`src/rtl/intc_pkg.sv`:
```
package intc_pkg;
  localparam int unsigned LINES  = 4;
  localparam int unsigned IDX_W  = $clog2(LINES);
  localparam int unsigned TYPE_W = 8;

  typedef enum logic [1:0] {
    S_IDLE  = 2'd0,
    S_PULSE = 2'd1,
    S_GRAB  = 2'd2,
    S_SHOW  = 2'd3
  } seq_state_e;
endpackage

```
`src/rtl/intc_sync.sv`:
```
module intc_sync #(
  parameter int unsigned WIDTH  = 4,
  parameter int unsigned STAGES = 2
) (
  input  logic             clk,
  input  logic             rst,
  input  logic [WIDTH-1:0] async_i,
  output logic [WIDTH-1:0] sync_o
);
  for (genvar g = 0; g < WIDTH; g++) begin : g_line
    logic [STAGES-1:0] chain_q;
    always_ff @(posedge clk) begin
      if (rst) chain_q <= '0;
      else     chain_q <= {chain_q[STAGES-2:0], async_i[g]};
    end
    assign sync_o[g] = chain_q[STAGES-1];
  end
endmodule

```
`src/rtl/intc_trigger.sv`:
```
module intc_trigger #(
  parameter int unsigned WIDTH = 4
) (
  input  logic             clk,
  input  logic             rst,
  input  logic [WIDTH-1:0] sync_i,
  input  logic [WIDTH-1:0] edge_mode_i,
  input  logic [WIDTH-1:0] clr_i,
  output logic [WIDTH-1:0] active_o,
  output logic [WIDTH-1:0] rise_o
);
  logic [WIDTH-1:0] prev_q;
  logic [WIDTH-1:0] pend_q;

  assign rise_o = sync_i & ~prev_q;

  always_ff @(posedge clk) begin
    if (rst) begin
      prev_q <= '0;
      pend_q <= '0;
    end else begin
      prev_q <= sync_i;
      pend_q <= (pend_q & ~clr_i) | (rise_o & edge_mode_i);
    end
  end

  for (genvar g = 0; g < WIDTH; g++) begin : g_sel
    assign active_o[g] = edge_mode_i[g] ? pend_q[g] : sync_i[g];
  end
endmodule

```
`src/rtl/intc_prio.sv`:
```
module intc_prio #(
  parameter int unsigned WIDTH = 4,
  localparam int unsigned IW   = $clog2(WIDTH)
) (
  input  logic [WIDTH-1:0] req_i,
  output logic             any_o,
  output logic [IW-1:0]    idx_o
);
  always_comb begin
    idx_o = '0;
    for (int i = WIDTH - 1; i >= 0; i--) begin
      if (req_i[i]) idx_o = IW'(i);
    end
  end
  assign any_o = |req_i;
endmodule

```
`src/rtl/intc_seq.sv`:
```
module intc_seq
  import intc_pkg::*;
#(
  parameter int unsigned VEC_BASE = 12
) (
  input  logic              clk,
  input  logic              rst,
  input  logic              slave_en_i,
  input  logic              slave_go_i,
  input  logic              cand_any_i,
  input  logic [IDX_W-1:0]  cand_idx_i,
  input  logic              cand_casc_i,
  input  logic              cpu_ack_i,
  input  logic [TYPE_W-1:0] ext_type_i,
  output logic              irq_valid_o,
  output logic [TYPE_W-1:0] irq_vector_o,
  output logic              casc_ack0_o,
  output logic              casc_ack1_o,
  output logic [LINES-1:0]  clr_o
);
  seq_state_e        state_q, state_d;
  logic [IDX_W-1:0]  sel_q, sel_d;
  logic [TYPE_W-1:0] vec_q, vec_d;
  logic              valid_q, ack0_q, ack1_q;

  always_comb begin
    state_d = state_q;
    sel_d   = sel_q;
    vec_d   = vec_q;
    clr_o   = '0;
    unique case (state_q)
      S_IDLE: begin
        if (slave_en_i) begin
          if (slave_go_i) begin
            state_d = S_SHOW;
            sel_d   = '0;
            vec_d   = ext_type_i;
          end
        end else if (cand_any_i) begin
          sel_d = cand_idx_i;
          if (cand_casc_i) begin
            state_d = S_PULSE;
          end else begin
            state_d = S_SHOW;
            vec_d   = TYPE_W'(VEC_BASE) + TYPE_W'(cand_idx_i);
          end
        end
      end
      S_PULSE: state_d = S_GRAB;
      S_GRAB: begin
        state_d = S_SHOW;
        vec_d   = ext_type_i;
      end
      S_SHOW: begin
        if (cpu_ack_i) begin
          state_d      = S_IDLE;
          clr_o[sel_q] = 1'b1;
        end
      end
      default: state_d = S_IDLE;
    endcase
  end

  always_ff @(posedge clk) begin
    if (rst) begin
      state_q <= S_IDLE;
      sel_q   <= '0;
      vec_q   <= '0;
      valid_q <= 1'b0;
      ack0_q  <= 1'b0;
      ack1_q  <= 1'b0;
    end else begin
      state_q <= state_d;
      sel_q   <= sel_d;
      vec_q   <= vec_d;
      valid_q <= (state_d == S_SHOW);
      ack0_q  <= (state_d == S_PULSE) && (sel_d == IDX_W'(0));
      ack1_q  <= (state_d == S_PULSE) && (sel_d == IDX_W'(1));
    end
  end

  assign irq_valid_o  = valid_q;
  assign irq_vector_o = vec_q;
  assign casc_ack0_o  = ack0_q;
  assign casc_ack1_o  = ack1_q;
endmodule

```
`src/rtl/intc4_cascade.sv`:
```
module intc4_cascade
  import intc_pkg::*;
#(
  parameter int unsigned SYNC_STAGES = 2,
  parameter int unsigned VEC_BASE    = 12
) (
  input  logic              clk,
  input  logic              rst,
  input  logic [LINES-1:0]  req_pin_i,
  input  logic [LINES-1:0]  edge_mode_i,
  input  logic [LINES-1:0]  mask_i,
  input  logic [1:0]        casc_en_i,
  input  logic              slave_en_i,
  input  logic              cpu_ack_i,
  input  logic [TYPE_W-1:0] ext_type_i,
  output logic              irq_valid_o,
  output logic [TYPE_W-1:0] irq_vector_o,
  output logic [LINES-1:0]  pin_out_o,
  output logic [LINES-1:0]  pin_oe_o
);
  localparam logic [LINES-1:0] SEL_LINE = LINES'(2);

  logic [LINES-1:0] sync_w, active_w, rise_w, clr_w, role_cpu, cand_w;
  logic             cand_any, cand_casc, slave_go;
  logic [IDX_W-1:0] cand_idx;
  logic             ack0_w, ack1_w;
  logic             slave_req_q;
  logic [LINES-1:0] oe_q;

  intc_sync #(.WIDTH(LINES), .STAGES(SYNC_STAGES)) u_sync (
    .clk(clk), .rst(rst), .async_i(req_pin_i), .sync_o(sync_w)
  );

  intc_trigger #(.WIDTH(LINES)) u_trig (
    .clk(clk), .rst(rst), .sync_i(sync_w), .edge_mode_i(edge_mode_i),
    .clr_i(clr_w), .active_o(active_w), .rise_o(rise_w)
  );

  always_comb begin
    role_cpu[0] = 1'b1;
    role_cpu[1] = ~slave_en_i;
    role_cpu[2] = ~slave_en_i & ~casc_en_i[0];
    role_cpu[3] = ~slave_en_i & ~casc_en_i[1];
  end

  assign cand_w = active_w & ~mask_i & role_cpu;

  intc_prio #(.WIDTH(LINES)) u_prio (
    .req_i(cand_w), .any_o(cand_any), .idx_o(cand_idx)
  );

  assign cand_casc = ((cand_idx == IDX_W'(0)) & casc_en_i[0]) |
                     ((cand_idx == IDX_W'(1)) & casc_en_i[1]);
  assign slave_go  = active_w[0] & ~mask_i[0] & (|(rise_w & SEL_LINE));

  intc_seq #(.VEC_BASE(VEC_BASE)) u_seq (
    .clk(clk), .rst(rst), .slave_en_i(slave_en_i), .slave_go_i(slave_go),
    .cand_any_i(cand_any), .cand_idx_i(cand_idx), .cand_casc_i(cand_casc),
    .cpu_ack_i(cpu_ack_i), .ext_type_i(ext_type_i),
    .irq_valid_o(irq_valid_o), .irq_vector_o(irq_vector_o),
    .casc_ack0_o(ack0_w), .casc_ack1_o(ack1_w), .clr_o(clr_w)
  );

  always_ff @(posedge clk) begin
    if (rst) begin
      slave_req_q <= 1'b0;
      oe_q        <= '0;
    end else begin
      slave_req_q <= slave_en_i & sync_w[2] & ~mask_i[2];
      oe_q        <= {slave_en_i | casc_en_i[1], ~slave_en_i & casc_en_i[0], 2'b00};
    end
  end

  assign pin_out_o = {ack1_w | slave_req_q, ack0_w, 2'b00};
  assign pin_oe_o  = oe_q;
endmodule

```
`config.mk`:
```
export PLATFORM = sky130hd
export DESIGN_NAME = intc4_cascade
export DESIGN_NICKNAME = d
export VERILOG_FILES = /design/src/rtl/intc_pkg.sv /design/src/rtl/intc_sync.sv /design/src/rtl/intc_trigger.sv /design/src/rtl/intc_prio.sv /design/src/rtl/intc_seq.sv /design/src/rtl/intc4_cascade.sv
export SDC_FILE = /design/constraint.sdc
export NUM_CORES = 1
export LEC_CHECK = 0
export BUFFER_PORTS_ARGS = -buffer_cell sky130_fd_sc_hd__buf_4
export CAP_MARGIN = 20
export CORE_ASPECT_RATIO = 0.5
export CORE_MARGIN = 3
export CORE_UTILIZATION = 50
export DETAILED_ROUTE_END_ITERATION = 6
export GPL_TIMING_DRIVEN = 0
export PLACE_DENSITY_LB_ADDON = 0.05
export SYNTH_ARGS = -nofsm -noshare
export SYNTH_HDL_FRONTEND = slang
export SYNTH_SLANG_ARGS = --single-unit
```
`constraint.sdc`:
```
create_clock -name clk -period 2.4 [get_ports clk]
set_input_delay 0 -clock clk [delete_from_list [all_inputs] [get_ports clk]]
set_output_delay 0 -clock clk [all_outputs]
set_load 0.1 [all_outputs]
```
==> flow_results.org, run 1 <==
** GRT
- For met2 alone, demand over resource in global routing was 0.2962.
- Via count of the first global-routing pass :: roughly 1.2k
- Met1 Use GR :: 0.2439
- For this run the aggregate overflow at the end of global routing stands at 0.
- Tot GR Track Use :: 0.1897
- Most Crowded Layer GR :: met2
- Initial antenna violation count :: 0
- Global routing met3 resource utilization :: 0.07286
- Wire length of the first global-routing pass :: 5.457 mm
- Largest net degree at the start of global routing :: 12

** Timing
- Of the available clock period, the critical path in the final layout requires 0.8390.
- Clock period minus worst slack :: approximately 2.0 ns
- Headroom to the max-slew limit came out at 0.6562.
- Accumulated negative setup slack :: 0 ns
- For the final database, setup skew stands at 0.004888 ns.
- The hold violation count in the final report is 0.
- Worst Max-Slew Pin Slew :: 0.5156 ns
- FMAX :: 496.6 MHz
- Setup violations remaining at the end of the flow were counted as 0.
- Max-slew violation count :: 0
- Setup repair after global routing left no endpoint under its margin.
- Once routing completed, OpenROAD measured the worst setup slack at 0.3865 ns.

** Final layout
- Leaving out fill and tap cells, the most frequent cells in the layout are 42 x sky130_fd_sc_hd__buf_4, 34 x sky130_fd_sc_hd__dfxtp_1, 15 x sky130_fd_sc_hd__nor2b_1, 10 x sky130_fd_sc_hd__a21oi_1, 9 x sky130_fd_sc_hd__mux2i_1.
- In the final design database the tool counted 238 nets.
- Compared with the post-synthesis result, the final layout area differs by 32.03%.
- The library cell used most frequently in the layout, excluding fill and tap cells, is sky130_fd_sc_hd__buf_4.
- Of the cells placed in the final design, the portion with a size suffix greater than 1 is 0.3005.
- In the final layout, the multi-input gates occupy 769.5 um2.
- The sequential cells in the finished layout cover a total of 680.7 um2.
- Antenna diodes :: 0
- Fill cells in the final layout number 217.

** Synth
- Xor and xnor area share after synthesis :: 0
- Area contributors post-synth :: sky130_fd_sc_hd__dfxtp_1 44%, sky130_fd_sc_hd__nor2b_1 6.1%, sky130_fd_sc_hd__mux2i_1 5.9%
- Mean instance size in the synthesized netlist :: 9.632 um2
- Share of synthesized area spent on multiplexers :: 0.08578
- In this run, distinct cell masters in the synthesized netlist total 40.
- Of the total synthesized cell area, the portion taken by AND, OR, NAND and NOR gates is 0.2459.
- Of all cell types, the one taking the most synthesized area is sky130_fd_sc_hd__dfxtp_1.
- The compound-cell area share of the yosys netlist came to 0.1609.
- The Yosys step of the flow raised 0 warnings.
- Of the total synthesized cell area, the portion taken by full adders, half adders and majority gates is 0.
- Synthesized instance count :: 159
- After synthesis, the largest family of logic cells by area is simple AND/OR/NAND/NOR gates.
- The share of synthesized area in the top cell type comes to 0.4444.
- Summing every instance area after synthesis gives ~0.0015 mm2.
- After synthesis the netlist holds a flip-flop and latch count of 34.
- Sequential area share after synthesis :: 0.4444

** Routing
- After the first detailed-routing iteration, the DRC count stood at 87.
- Across all layers, the routed design uses 1278 vias.
- Detail-routed via count per cell :: 5.112
- Wire length reported by the detailed router :: 3.178 mm
- Routed wirelength normalized by instance count :: 12.71 um
- In the routed design, unresolved DRC markers number 0.
- Number of iterations in the first detailed-routing pass :: 4
- The count of nets left with antenna violations once routing finished came out at 0.

** Critical path
- The critical path is of the in2reg type.
- In this design, the largest share of critical-path delay is due to buffers and inverters.
- Counting both buffers and inverters, the worst setup path holds a total of 3.
- Kind of end point of the critical path :: register
- Required time at the worst-slack endpoint :: 2.57 ns
- Data arrives at the worst endpoint at 2.19 ns.
- The largest individual stage delay along the critical path comes from the cell sky130_fd_sc_hd__dlygate4sd3_1.
- List of cells traversed by the critical path :: dlygate4sd3_1 > buf_4 > or3_4 > a2bb2oi_2 > a211oi_2 > o31a_1 > buf_6 > mux2_4
- Crit path launch type :: input port
- Of all nets on the critical path, the largest fanout is 5.
- For this run, the slowest stage of the critical path takes 0.54 ns.

** Die
- Overall die height :: between 40 and 50 um
- The die covers 0.003803 mm2.
- Die boundary width :: approximately 84 um
- Core area :: 0.002749 mm2
- Count of pins on the block boundary :: 43
- Std cell rows :: 13
- For this configuration, the core starts out at a cell density of 0.5571.

** Clock network
- Latest clock arrival within the worst-skew pair :: around 0.28 ns
- Buffers inserted during clock tree synthesis total 5.
- TritonCTS built the clock tree.
- The cell sitting at the root of the clock tree is a sky130_fd_sc_hd__clkbuf_8.
- Clock sink total :: 34
- Clock-pin slew was measured on the worst setup and hold paths at approximately 0.070 ns.
- # Post-CTS Setup Buffers :: 0
- Counting along the longest clock path gives a buffer depth of 2.
- CTS built an H-tree with a depth of 2.

** Power and ir drop
- Leakage power figure :: between 0.8 and 0.9 nW
- IR analysis of the VDD net gives a maximum drop of about 0.48 mV.
- For this design the ratio of total power to cell area is 679.9 mW/mm2.
- The completed layout was analyzed and its total power is 0.001375 W.

** Placed design
- Prior to clock tree synthesis, the placed netlist has a worst setup slack of 0.4650 ns.
- Half-perimeter wire length after detailed placement :: 2.379 mm
- Final weighted congestion of routability-driven global placement :: 0.8301
- During placement, the flow inserted port buffers numbering 37.

** Worst hold path
- Kind of path behind the tightest hold check :: in2reg

** Run
- Max-cap violations in this run came to 0.

** Status
- Outcome :: completed
routing by layer:
metal	wire [um]	share of wire	vias to the layer above
met3	296	0.093	6
li1	-	-	655
met2	1320	0.42	46
met1	1519	0.48	571
met5	0	0	-
met4	42	0.013	0
cells in the mapped netlist:
cell type and instances:
sky130_fd_sc_hd__a211o_2 1, sky130_fd_sc_hd__a211oi_1 1, sky130_fd_sc_hd__a211oi_2 1, sky130_fd_sc_hd__a21o_1 2, sky130_fd_sc_hd__a21oi_1 10, sky130_fd_sc_hd__a2bb2oi_2 1, sky130_fd_sc_hd__a32o_1 1, sky130_fd_sc_hd__and3_1 1
sky130_fd_sc_hd__buf_2 2, sky130_fd_sc_hd__buf_4 5, sky130_fd_sc_hd__buf_6 1, sky130_fd_sc_hd__clkbuf_1 4, sky130_fd_sc_hd__conb_1 1, sky130_fd_sc_hd__dfxtp_1 34, sky130_fd_sc_hd__inv_1 5, sky130_fd_sc_hd__mux2_1 1
sky130_fd_sc_hd__mux2_4 2, sky130_fd_sc_hd__mux2i_1 9, sky130_fd_sc_hd__nand2_1 6, sky130_fd_sc_hd__nand2b_1 8, sky130_fd_sc_hd__nand3_1 3, sky130_fd_sc_hd__nand3b_1 7, sky130_fd_sc_hd__nor2_1 8, sky130_fd_sc_hd__nor2b_1 15
sky130_fd_sc_hd__nor3_1 3, sky130_fd_sc_hd__nor3b_1 2, sky130_fd_sc_hd__nor4_1 3, sky130_fd_sc_hd__nor4b_2 1, sky130_fd_sc_hd__o211ai_1 1, sky130_fd_sc_hd__o21a_1 3, sky130_fd_sc_hd__o21ai_0 1, sky130_fd_sc_hd__o21bai_1 2
sky130_fd_sc_hd__o2bb2ai_1 1, sky130_fd_sc_hd__o31a_1 1, sky130_fd_sc_hd__o31ai_1 5, sky130_fd_sc_hd__o31ai_2 1, sky130_fd_sc_hd__o32ai_1 1, sky130_fd_sc_hd__or2_2 2, sky130_fd_sc_hd__or3_4 2, sky130_fd_sc_hd__or4_1 1
state kept, by name (all words and copies together) (netlist names), 2 cells and up:
name and count:
u_sync.g_line.chain_q 8, u_trig.pend_q 4, pin_oe_o 2, u_seq.irq_vector_o 8, u_trig.prev_q 4, u_seq.sel_q 2, u_seq.state_q 2
what timing repair did:
action,in CTS,in global routing
setup endpoints to repair,0,0
gates resized for setup,0,0
endpoints found under the hold margin,6,0
hold buffers,6,0
path summary, 6_finish.rpt:
kind | endpoint | depth (start not counted) | from | slack (ns)
setup / recovery | u_seq.irq_vector_o[1]$_SDFFE_PP0P_ | 8 | mask_i[2] | 0.39
hold / removal | u_seq.irq_vector_o[4]$_SDFFE_PP0P_ | 3 | ext_type_i[4] | 0.004
setup reg to reg | u_seq.irq_vector_o[1]$_SDFFE_PP0P_ | 6 | u_sync.g_line[1].chain_q[1]$_SDFF_PP0_ | 0.44
hold reg to reg | u_sync.g_line[0].chain_q[1]$_SDFF_PP0_ | 1 | u_sync.g_line[0].chain_q[0]$_SDFF_PP0_ | 0.43
worst reg2reg max path: cells and delay by family, from the launching register on:
kind	cells	cell delay [ns]
multiplexers	2	0.43
AND/OR/NAND/NOR	1	0.37
flip-flops	1	0.37
AO/OA/AOI/OAI	2	0.56
buffers and inverters	1	0.14
power breakdown:
part | switching [W] | internal (W)
sequential | 0.0000124 | 0.000593
clock | 0.000198 | 0.000230
combinational | 0.000225 | 0.000115
total | 0.000436 | 0.000939
metrics by stage:
step | std cells | hold slack [ns] | util | instance area [um2]
finish | 250 | 0.003659 | 0.7355 | 2022
CTS | 250 | 0.0001181 | 0.7355 | 2022
floorplan | 162 | 0.07580 | - | 1543
detailed placement | 236 | 0.1816 | 0.6791 | 1867
global placement | 236 | 0.1739 | 0.6791 | 1867
global route | 250 | 0.007488 | 0.7355 | 2022
final cells by class:
class	count	share of cell area
inverter	5	0.009282
timing repair buffer	43	0.1671
multi-input combinational	111	0.3806
tap	37	0.02290
sequential	34	0.3366
clock buffer	6	0.04084
clock inverter	2	0.006188
buffer	12	0.03651
cell families (layout without fill, tap and decap cells):
kind of cell / count (synthesis) / after routing
simple gates: 62 / 62
flops: 34 / 34
other cells: 1 / 4
compound gates: 33 / 33
mux: 12 / 12
buf+inv: 17 / 68
Note: power is estimated with default switching activity, not from simulation.
==> run 2, diff against run 1 <==
--- a/config.mk
+++ b/config.mk
@@ -9,7 +9,7 @@
 export CAP_MARGIN = 20
 export CORE_ASPECT_RATIO = 0.5
 export CORE_MARGIN = 3
-export CORE_UTILIZATION = 50
+export CORE_UTILIZATION = 46
 export DETAILED_ROUTE_END_ITERATION = 6
 export GPL_TIMING_DRIVEN = 0
 export PLACE_DENSITY_LB_ADDON = 0.05
==> constraint.sdc (replaced) <==
create_clock -name clk -period 1.7 [get_ports clk]
set_input_delay 0 -clock clk [delete_from_list [all_inputs] [get_ports clk]]
set_output_delay 0 -clock clk [all_outputs]
set_load 0.1 [all_outputs]
==> flow_results.org, run 2 (synthesized netlist as in run 1, its figures left out) <==
** Timing
- The count of pins over their slew limit came to 0 (unchanged).
- Final hold viol count :: 1 (was 0)
- Final worst-path setup slack :: -0.07445 ns (was 0.3865 ns)
- Accumulated negative setup slack :: -0.1570 ns (was 0 ns)
- The setup skew after layout came to 0.009088 ns (was 0.004888 ns).
- In the finished design, the share of the clock period the worst path needs comes to 1.044.
- Timing would allow up to 563.6 MHz.
- Clock period minus worst slack :: 1.774 ns
- The transition time at the pin with the least slew margin is 0.5616 ns (was 0.5156 ns).
- The final count of negative-setup-slack endpoints came to 8 (was 0).
- Hold Slack :: -0.004023 ns (was 0.003659 ns)
- Worst-case headroom to the max-slew limit :: 0.6227 (was 0.6562)
- Unrepaired setup endpoints after global routing :: true (was false)

** Critical path
- Largest driver fanout on the critical path :: 3 (was 5)
- The kind of start point of the critical path was a register (was input port).
- Required time at the worst-slack endpoint :: 1.88 ns (was 2.57 ns)
- The delay of the slowest cell on the worst path was 0.37 ns (was 0.54 ns).
- List of cells traversed by the critical path: mux2i_4 > or3_4 > a211oi_4 > o31a_1 > buf_6 > mux2_4 (was dlygate4sd3_1 > buf_4 > or3_4 > a2bb2oi_2 > a211oi_2 > o31a_1 > buf_6 > mux2_4).
- The startpoint-to-endpoint class of the critical path is reg2reg (was in2reg).
- Kind of end point of the critical path :: register (unchanged)
- The cell at the slowest stage of the critical path is sky130_fd_sc_hd__dfxtp_4 (was sky130_fd_sc_hd__dlygate4sd3_1).
- Critical path data arrival time :: 1.95 ns (was 2.19 ns)

** Clock network
- Clock sink total :: 34 (unchanged)
- CTS tree :: yes (unchanged)
- Maximum buffer depth of the clock tree :: 2 (unchanged)
- Library cell used as clock root buffer :: sky130_fd_sc_hd__clkbuf_8 (unchanged)
- The insertion delay of the later-clocked pin in the worst-skew pair was 0.29 ns (was 0.28 ns).
- The number of H-tree levels came to 2 (unchanged).
- Post-CTS clock slew at the launch and capture registers of the worst setup and hold paths :: 0.08 ns (was 0.07 ns)
- The number of buffers inserted during clock tree synthesis was 5 (unchanged).

** Power and ir drop
- Cell internal pwr :: 0.001367 W (was 0.0009387 W)
- The relative contribution of sequential cells to total power came to 0.421 (was 0.441).
- Leakage power figure :: 0.9427 nW (was 0.8669 nW)
- Power Dens Cells :: 894.8 mW/mm2 (was 679.9 mW/mm2)
- Combinational group share of total power :: 0.270 (was 0.248)
- The worst vdd rail ir drop was 0.5617 mV (was 0.4847 mV).
- The net switching power figure came to 0.0006742 W (was 0.0004360 W).
- Switching fraction of total power :: 0.3303 (was 0.3172)
- Clock network power share :: 0.309 (was 0.312)

** GRT
- The wire length of the first global-routing pass was 5.789 mm (was 5.457 mm).
- Global route overflow :: 0 (unchanged)
- Largest net degree at the start of global routing :: 12 (unchanged)
- The initial antenna violation count came to 0 (unchanged).
- Tot GR Track Use :: 0.1917 (was 0.1897)
- The via count of the first global-routing pass was 1278 (was 1211).

** Worst hold path
- Kind of path behind the tightest hold check :: in2reg (unchanged)

** Routing
- The remaining antenna violation count after routing was 0 (unchanged).
- The number of vias per cell after detailed routing is 5.204 (was 5.112).
- Post-route met1 wirelength :: 1.763 mm (was 1.519 mm)
- The highest signal layer in the routed design is met3 (was met4).
- The wire length per cell is 14.45 um (was 12.71 um).
- Number of iterations in the first detailed-routing pass :: 4 (unchanged)
- Wire length reported by the detailed router :: 3.829 mm (was 3.178 mm)
- The met2 wire length was 1.764 mm (was 1.320 mm).
- The routed via count came to 1379 (was 1278).
- The sum of met3 wire segment lengths after detailed routing is 301 um (was 296 um).
- The count of unresolved DRC violations after routing was 0 (unchanged).
- The count of routing violations after the opening detailed-route iteration was 116 (was 87).

** Die
- The die area was 0.004100 mm2 (was 0.003803 mm2).
- Count of pins on the block boundary :: 43 (unchanged)
- The placeable core region came to 0.003083 mm2 (was 0.002749 mm2).
- Die boundary width :: 87.60 um (was 84.27 um)
- Initial standard-cell utilization of the core :: 0.4968 (was 0.5571)
- Std cell rows :: 14 (was 13)
- Overall die height :: 46.80 um (was 45.14 um)

** Placed design
- The post-placement cell area is 0.001878 mm2 (was 0.001867 mm2).
- The worst-case setup slack after placement came to -0.2245 ns (was 0.4650 ns).
- The count of input and output buffers was 37 (unchanged).
- The half-perimeter wire length after detailed placement was 2.500 mm (was 2.379 mm).
- The final estimated routing congestion in global placement came to 0.7746 (was 0.8301).

** Final layout
- The growth of design area from synthesis to finish came to 48.94% (was 32.03%).
- Final core utilization :: 0.7399 (was 0.7355)
- Post-route cell area :: 0.002281 mm2 (was 0.002022 mm2)
- The area used by multi-input combinational logic was 897.1 um2 (was 769.5 um2).
- The number of nets in the final layout is 250 (was 238).
- The proportion of layout cells with a drive suffix above 1 was 0.3867 (was 0.3005).
- The final antenna diode count came to 0 (unchanged).
- The commonest non-fill, non-tap cell in the layout was sky130_fd_sc_hd__buf_4 (unchanged).
- The area of all sequential standard cells came to 686.9 um2 (was 680.7 um2).
- The layout filler cell count came to 238 (was 217).
- Commonest non-fill, non-tap cells in the layout :: 47 x sky130_fd_sc_hd__buf_4, 31 x sky130_fd_sc_hd__dfxtp_1, 15 x sky130_fd_sc_hd__nor2b_1, 10 x sky130_fd_sc_hd__a21oi_1, 9 x sky130_fd_sc_hd__dlygate4sd3_1 (was 42 x sky130_fd_sc_hd__buf_4, 34 x sky130_fd_sc_hd__dfxtp_1, 15 x sky130_fd_sc_hd__nor2b_1, 10 x sky130_fd_sc_hd__a21oi_1, 9 x sky130_fd_sc_hd__mux2i_1)

** Status
- Failing checks :: negative hold slack, negative setup slack
- Outcome: finished with violations (was completed).

** Run
- Max-capacitance violation count :: 0 (unchanged)
-- run 2: changes by cell type in the layout (fill, tap and decap cells not counted), sizes merged --
cell | before | now
dlygate4sd3 | 6 | 9
buf | 45 | 54
-- run 2: final cells by class --
type / instances / area share
plain buffers: 12 / 0.03236
clock buffers: 6 / 0.03620
clock inverters: 2 / 0.005485
inverters: 5 / 0.008228
multi-input cells: 111 / 0.3933
flip-flops and latches: 34 / 0.3012
well taps: 40 / 0.02194
repair buffers: 55 / 0.2013
-- run 2: path summary, 6_finish.rpt --
path                                                        startpoint                                     end  slack, ns  cells after the start
worst max-delay path            u_sync.g_line[1].chain_q[1]$_SDFF_PP0_      u_seq.irq_vector_o[1]$_SDFFE_PP0P_      -0.07                      6
worst max register to register  u_sync.g_line[1].chain_q[1]$_SDFF_PP0_      u_seq.irq_vector_o[1]$_SDFFE_PP0P_      -0.07                      6
worst min register to register  u_sync.g_line[3].chain_q[0]$_SDFF_PP0_  u_sync.g_line[3].chain_q[1]$_SDFF_PP0_       0.44                      1
worst min-delay path                                     ext_type_i[2]      u_seq.irq_vector_o[2]$_SDFFE_PP0P_     -0.004                      3
-- run 2: timing repair --
item,CTS,global route
setup buffers,7,2
hold buffers,9,0
endpoints found under the setup margin,10,14
hold endpoints to repair,9,0
pin swaps,5,6
resized for setup,15,11
-- run 2: stage by stage --
| stage | std cells | total power, W |
|---|---|---|
| after detailed placement | 239 | 0.001345 |
| after CTS | 263 | 0.002028 |
| after floorplan | 162 | 0.001228 |
| after global routing | 265 | 0.002117 |
| after global placement | 239 | 0.001340 |
| final | 265 | 0.002041 |
-- run 2: worst max-delay path, delay by kind of cell, from the launching register on --
| kind | cells | cell delay [ns] |
|---|---|---|
| buffers and inverters | 1 | 0.11 |
| muxes | 2 | 0.36 |
| DFF | 1 | 0.37 |
| and+or+nand+nor | 1 | 0.35 |
| AOI/OAI and AO/OA | 2 | 0.47 |
-- run 2: metal layers --
metal	vias up	GRT usage
li1	678	-
met1	655	0.2373
met2	46	0.3234
met3	0	0.07180
met4	0	0.05199
met5	-	0
-- run 2: power by group through the flow --
stage | combinational, W | sequential [W] | clock, W
finish | 0.000551 | 0.000860 | 0.000630
global route | 0.000581 | 0.000863 | 0.000674
CTS | 0.000527 | 0.000859 | 0.000642
detailed placement | 0.000471 | 0.000874 | 0
global placement | 0.000466 | 0.000874 | 0
floorplan | 0.000216 | 0.00101 | 0
==> run 3, diff against run 2 <==
--- a/config.mk
+++ b/config.mk
@@ -15,4 +15,5 @@
 export PLACE_DENSITY_LB_ADDON = 0.05
 export SYNTH_ARGS = -nofsm -noshare
 export SYNTH_HDL_FRONTEND = slang
+export SYNTH_HIERARCHICAL = 1
 export SYNTH_SLANG_ARGS = --single-unit
==> flow_results.org, run 3 <==
** Critical path
- Required time at the worst-slack endpoint :: 1.85 ns (was 1.88 ns)
- The startpoint-to-endpoint class of the critical path was reg2reg (unchanged).
- Crit path launch type :: register (unchanged)
- The depth of the worst register-to-register path is 10 (was 6).
- Worst R2R Start :: u_sync/g_line[2].chain_q[1]$_SDFF_PP0_ (was u_sync.g_line[1].chain_q[1]$_SDFF_PP0_)
- Largest driver fanout on the critical path :: 6 (was 3)
- The flop-to-flop setup slack is -0.49 ns (was -0.07 ns).
- Endpoint of the lowest-slack register-to-register path :: u_seq/irq_vector_o[2]$_SDFFE_PP0P_ (was u_seq.irq_vector_o[1]$_SDFFE_PP0P_)
- Critical path data arrival time :: 2.34 ns (was 1.95 ns)
- Kind of end point of the critical path :: register (unchanged)

** Die
- The total I/O pin count was 43 (unchanged).
- Initial standard-cell utilization of the core :: 0.5024 (was 0.4968)
- The die area was 0.004184 mm2 (was 0.004100 mm2).
- Overall die height :: 47.27 um (was 46.80 um)
- Core area :: 0.003118 mm2 (was 0.003083 mm2)
- The width of the chip is 88.53 um (was 87.60 um).
- Std cell rows :: 14 (unchanged)

** Clock network
- The CTS clock-pin slew for the worst setup and hold paths came to 0.07 ns (was 0.08 ns).
- The number of buffers inserted during clock tree synthesis is 5 (unchanged).
- The TritonCTS sink count came to 34 (unchanged).
- Latest clock arrival within the worst-skew pair :: 0.28 ns (was 0.29 ns)
- CTS tree :: yes (unchanged)
- The number of H-tree levels came to 2 (unchanged).
- Maximum buffer depth of the clock tree :: 2 (unchanged)
- The cell chosen for the clock root is sky130_fd_sc_hd__clkbuf_8 (unchanged).

** Status
- Outcome :: finished with violations (unchanged)
- Failing checks: negative setup slack (was negative hold slack, negative setup slack).

** Worst hold path
- Worst hold path stage count :: 3 (unchanged)
- The capture endpoint of the worst hold path is u_trig/pend_q[0]$_SDFF_PP0_ (was u_seq.irq_vector_o[2]$_SDFFE_PP0P_).
- Start point of the worst min-delay path :: edge_mode_i[0] (was ext_type_i[2])
- The class of the most critical hold timing path was in2reg (unchanged).

** Run
- Max-capacitance violation count :: 0 (unchanged)

** Synth
- Netlist area before placement :: 0.001567 mm2 (was 0.001531 mm2)
- The mean post-synth cell area came to 9.730 um2 (was 9.632 um2).
- The warning count from the yosys run is 6 (was 0).
- The instance count of the mapped netlist came to 161 (was 159).

** Routing
- Routed wirelength normalized by instance count :: 13.94 um (was 14.45 um)
- The count of routing violations after the opening detailed-route iteration was 62 (was 116).
- Post-route antenna net violation count :: 0 (unchanged)
- Vias :: 1401 (was 1379)
- Wire length reported by the detailed router :: 3.652 mm (was 3.829 mm)
- The number of vias per cell after detailed routing came to 5.347 (was 5.204).
- The first-pass detailed-route iteration total came to 6 (was 4).
- The count of unresolved DRC violations after routing was 0 (unchanged).

** Timing
- The final worst-path cycle share is 1.288 (was 1.044).
- Unrepaired setup endpoints after global routing: true (unchanged).
- The minimum setup slack in the final design is -0.4891 ns (was -0.07445 ns).
- The final count of negative-setup-slack endpoints was 14 (was 8).
- The minimum clock period is 2.189 ns (was 1.774 ns).
- The fmax is 456.8 MHz (was 563.6 MHz).
- The setup skew after layout was 0.006263 ns (was 0.009088 ns).
- The count of pins over their slew limit is 0 (unchanged).
- The hold violation count in the final report came to 0 (was 1).

** GRT
- Via count of the first global-routing pass :: 1195 (was 1278)
- Largest net degree at the start of global routing :: 24 (was 12)
- The wire length of the first global-routing pass was 5.451 mm (was 5.789 mm).
- Global route overflow :: 0 (unchanged)
- The initial antenna violation count was 0 (unchanged).
- The combined global-route utilization of all metal layers was 0.1791 (was 0.1917).

** Placed design
- The final estimated routing congestion in global placement is 0.8321 (was 0.7746).
- Placed inst area :: 0.001956 mm2 (was 0.001878 mm2)
- The half-perimeter wire length after detailed placement was 2.317 mm (was 2.500 mm).
- Total of buffers placed on input and output ports :: 38 (was 37)

** Final layout
- The area of all placed cells without fillers came to 0.002273 mm2 (was 0.002281 mm2).
- The final antenna diode count was 0 (unchanged).
- The growth of design area from synthesis to finish was 45.13% (was 48.94%).
- The proportion of layout cells with a drive suffix above 1 came to 0.4189 (was 0.3867).
- The number of nets in the final layout was 249 (was 250).
- Most frequent standard cell in the layout excluding fill and tap cells :: sky130_fd_sc_hd__buf_4 (unchanged)
- Commonest non-fill, non-tap cells in the layout: 49 x sky130_fd_sc_hd__buf_4, 31 x sky130_fd_sc_hd__dfxtp_1, 16 x sky130_fd_sc_hd__nor2b_1, 12 x sky130_fd_sc_hd__nor2_1, 12 x sky130_fd_sc_hd__a21oi_1 (was 47 x sky130_fd_sc_hd__buf_4, 31 x sky130_fd_sc_hd__dfxtp_1, 15 x sky130_fd_sc_hd__nor2b_1, 10 x sky130_fd_sc_hd__a21oi_1, 9 x sky130_fd_sc_hd__dlygate4sd3_1).

** Power and ir drop
- The power per unit of standard cell area came to 850.5 mW/mm2 (was 894.8 mW/mm2).
- The static power due to leakage came to 0.9379 nW (was 0.9427 nW).
- Total power of the final layout :: 0.001934 W (was 0.002041 W)
- Maximum vdd ir drop :: 0.5600 mV (was 0.5617 mV)
run 3: worst max path at each step:
stage                                           startpoint                                  to  slack, ns
floorplan           u_sync/g_line[2].chain_q[1]$_SDFF_PP0_  u_seq/irq_vector_o[3]$_SDFFE_PP0P_      -0.49
finish              u_sync/g_line[2].chain_q[1]$_SDFF_PP0_  u_seq/irq_vector_o[2]$_SDFFE_PP0P_      -0.49
CTS                 u_sync/g_line[2].chain_q[1]$_SDFF_PP0_  u_seq/irq_vector_o[7]$_SDFFE_PP0P_      -0.50
global route        u_sync/g_line[1].chain_q[1]$_SDFF_PP0_  u_seq/irq_vector_o[2]$_SDFFE_PP0P_      -0.64
detailed placement  u_sync/g_line[3].chain_q[1]$_SDFF_PP0_  u_seq/irq_vector_o[3]$_SDFFE_PP0P_      -0.69
global placement    u_sync/g_line[3].chain_q[1]$_SDFF_PP0_  u_seq/irq_vector_o[3]$_SDFFE_PP0P_      -0.70
run 3: layout make-up:
type / count / area (um2)
Multi-Input combinational cell: 113 / 932.1
Fill cell: 238 / 844.6
Sequential cell: 34 / 684.4
Timing Repair Buffer: 55 / 445.4
Clock buffer: 6 / 82.58
Buffer: 11 / 67.56
Tap cell: 40 / 50.05
Inverter: 3 / 11.26
run 3: timing repair:
action / in CTS / in global routing
buffers inserted: 6 / 2
hold endpoints to repair: 10 / 0
hold buffers: 10 / 0
pin swaps: 10 / 13
endpoints found under the setup margin: 15 / 15
gates resized for setup: 11 / 11
run 3: power breakdown:
| part | internal [W] | switching, W | leakage (nW) | total (W) |
|---|---|---|---|---|
| Clock | 0.000312 | 0.000257 | 0.0431 | 0.000569 |
| Sequential | 0.000835 | 0.0000176 | 0.279 | 0.000853 |
| Combinational | 0.000183 | 0.000329 | 0.616 | 0.000512 |
run 3: through the flow:
step	hold slack [ns]	std cells	worst slack [ns]	utilization	setup TNS (ns)
6_report	0.01185	262	-0.4891	0.7291	-4.877
5_1_grt	0.006572	262	-0.6377	0.7291	-7.008
4_1_cts	0.006175	262	-0.4966	0.7135	-5.498
3_5_place_dp	0.1975	242	-0.6896	0.6272	-6.872
3_3_place_gp	0.1951	242	-0.7011	0.6272	-6.559
2_1_floorplan	0.06901	164	-0.4914	-	-3.937
run 3: per-layer routing:
metal  vias to the layer above  global-route usage  share of wire
met1                       661              0.2250           0.47
met2                        58              0.2912           0.45
met3                         2             0.05779          0.073
li1                        680                   -              -
met4                         0             0.07530         0.0052
met5                         -                   0              0
run 3: worst max-delay path, cell delays in order (launching register included):
cell and delay [ns]:
sky130_fd_sc_hd__dfxtp_2 0.32, sky130_fd_sc_hd__mux2_4 0.26, sky130_fd_sc_hd__nor4b_4 0.13, sky130_fd_sc_hd__nand2b_4 0.15, sky130_fd_sc_hd__a21oi_4 0.14, sky130_fd_sc_hd__mux2i_1 0.21, sky130_fd_sc_hd__nor2_1 0.08, sky130_fd_sc_hd__and2b_2 0.24
sky130_fd_sc_hd__o21ba_4 0.24, sky130_fd_sc_hd__nor4_2 0.22, sky130_fd_sc_hd__nor3_1 0.08
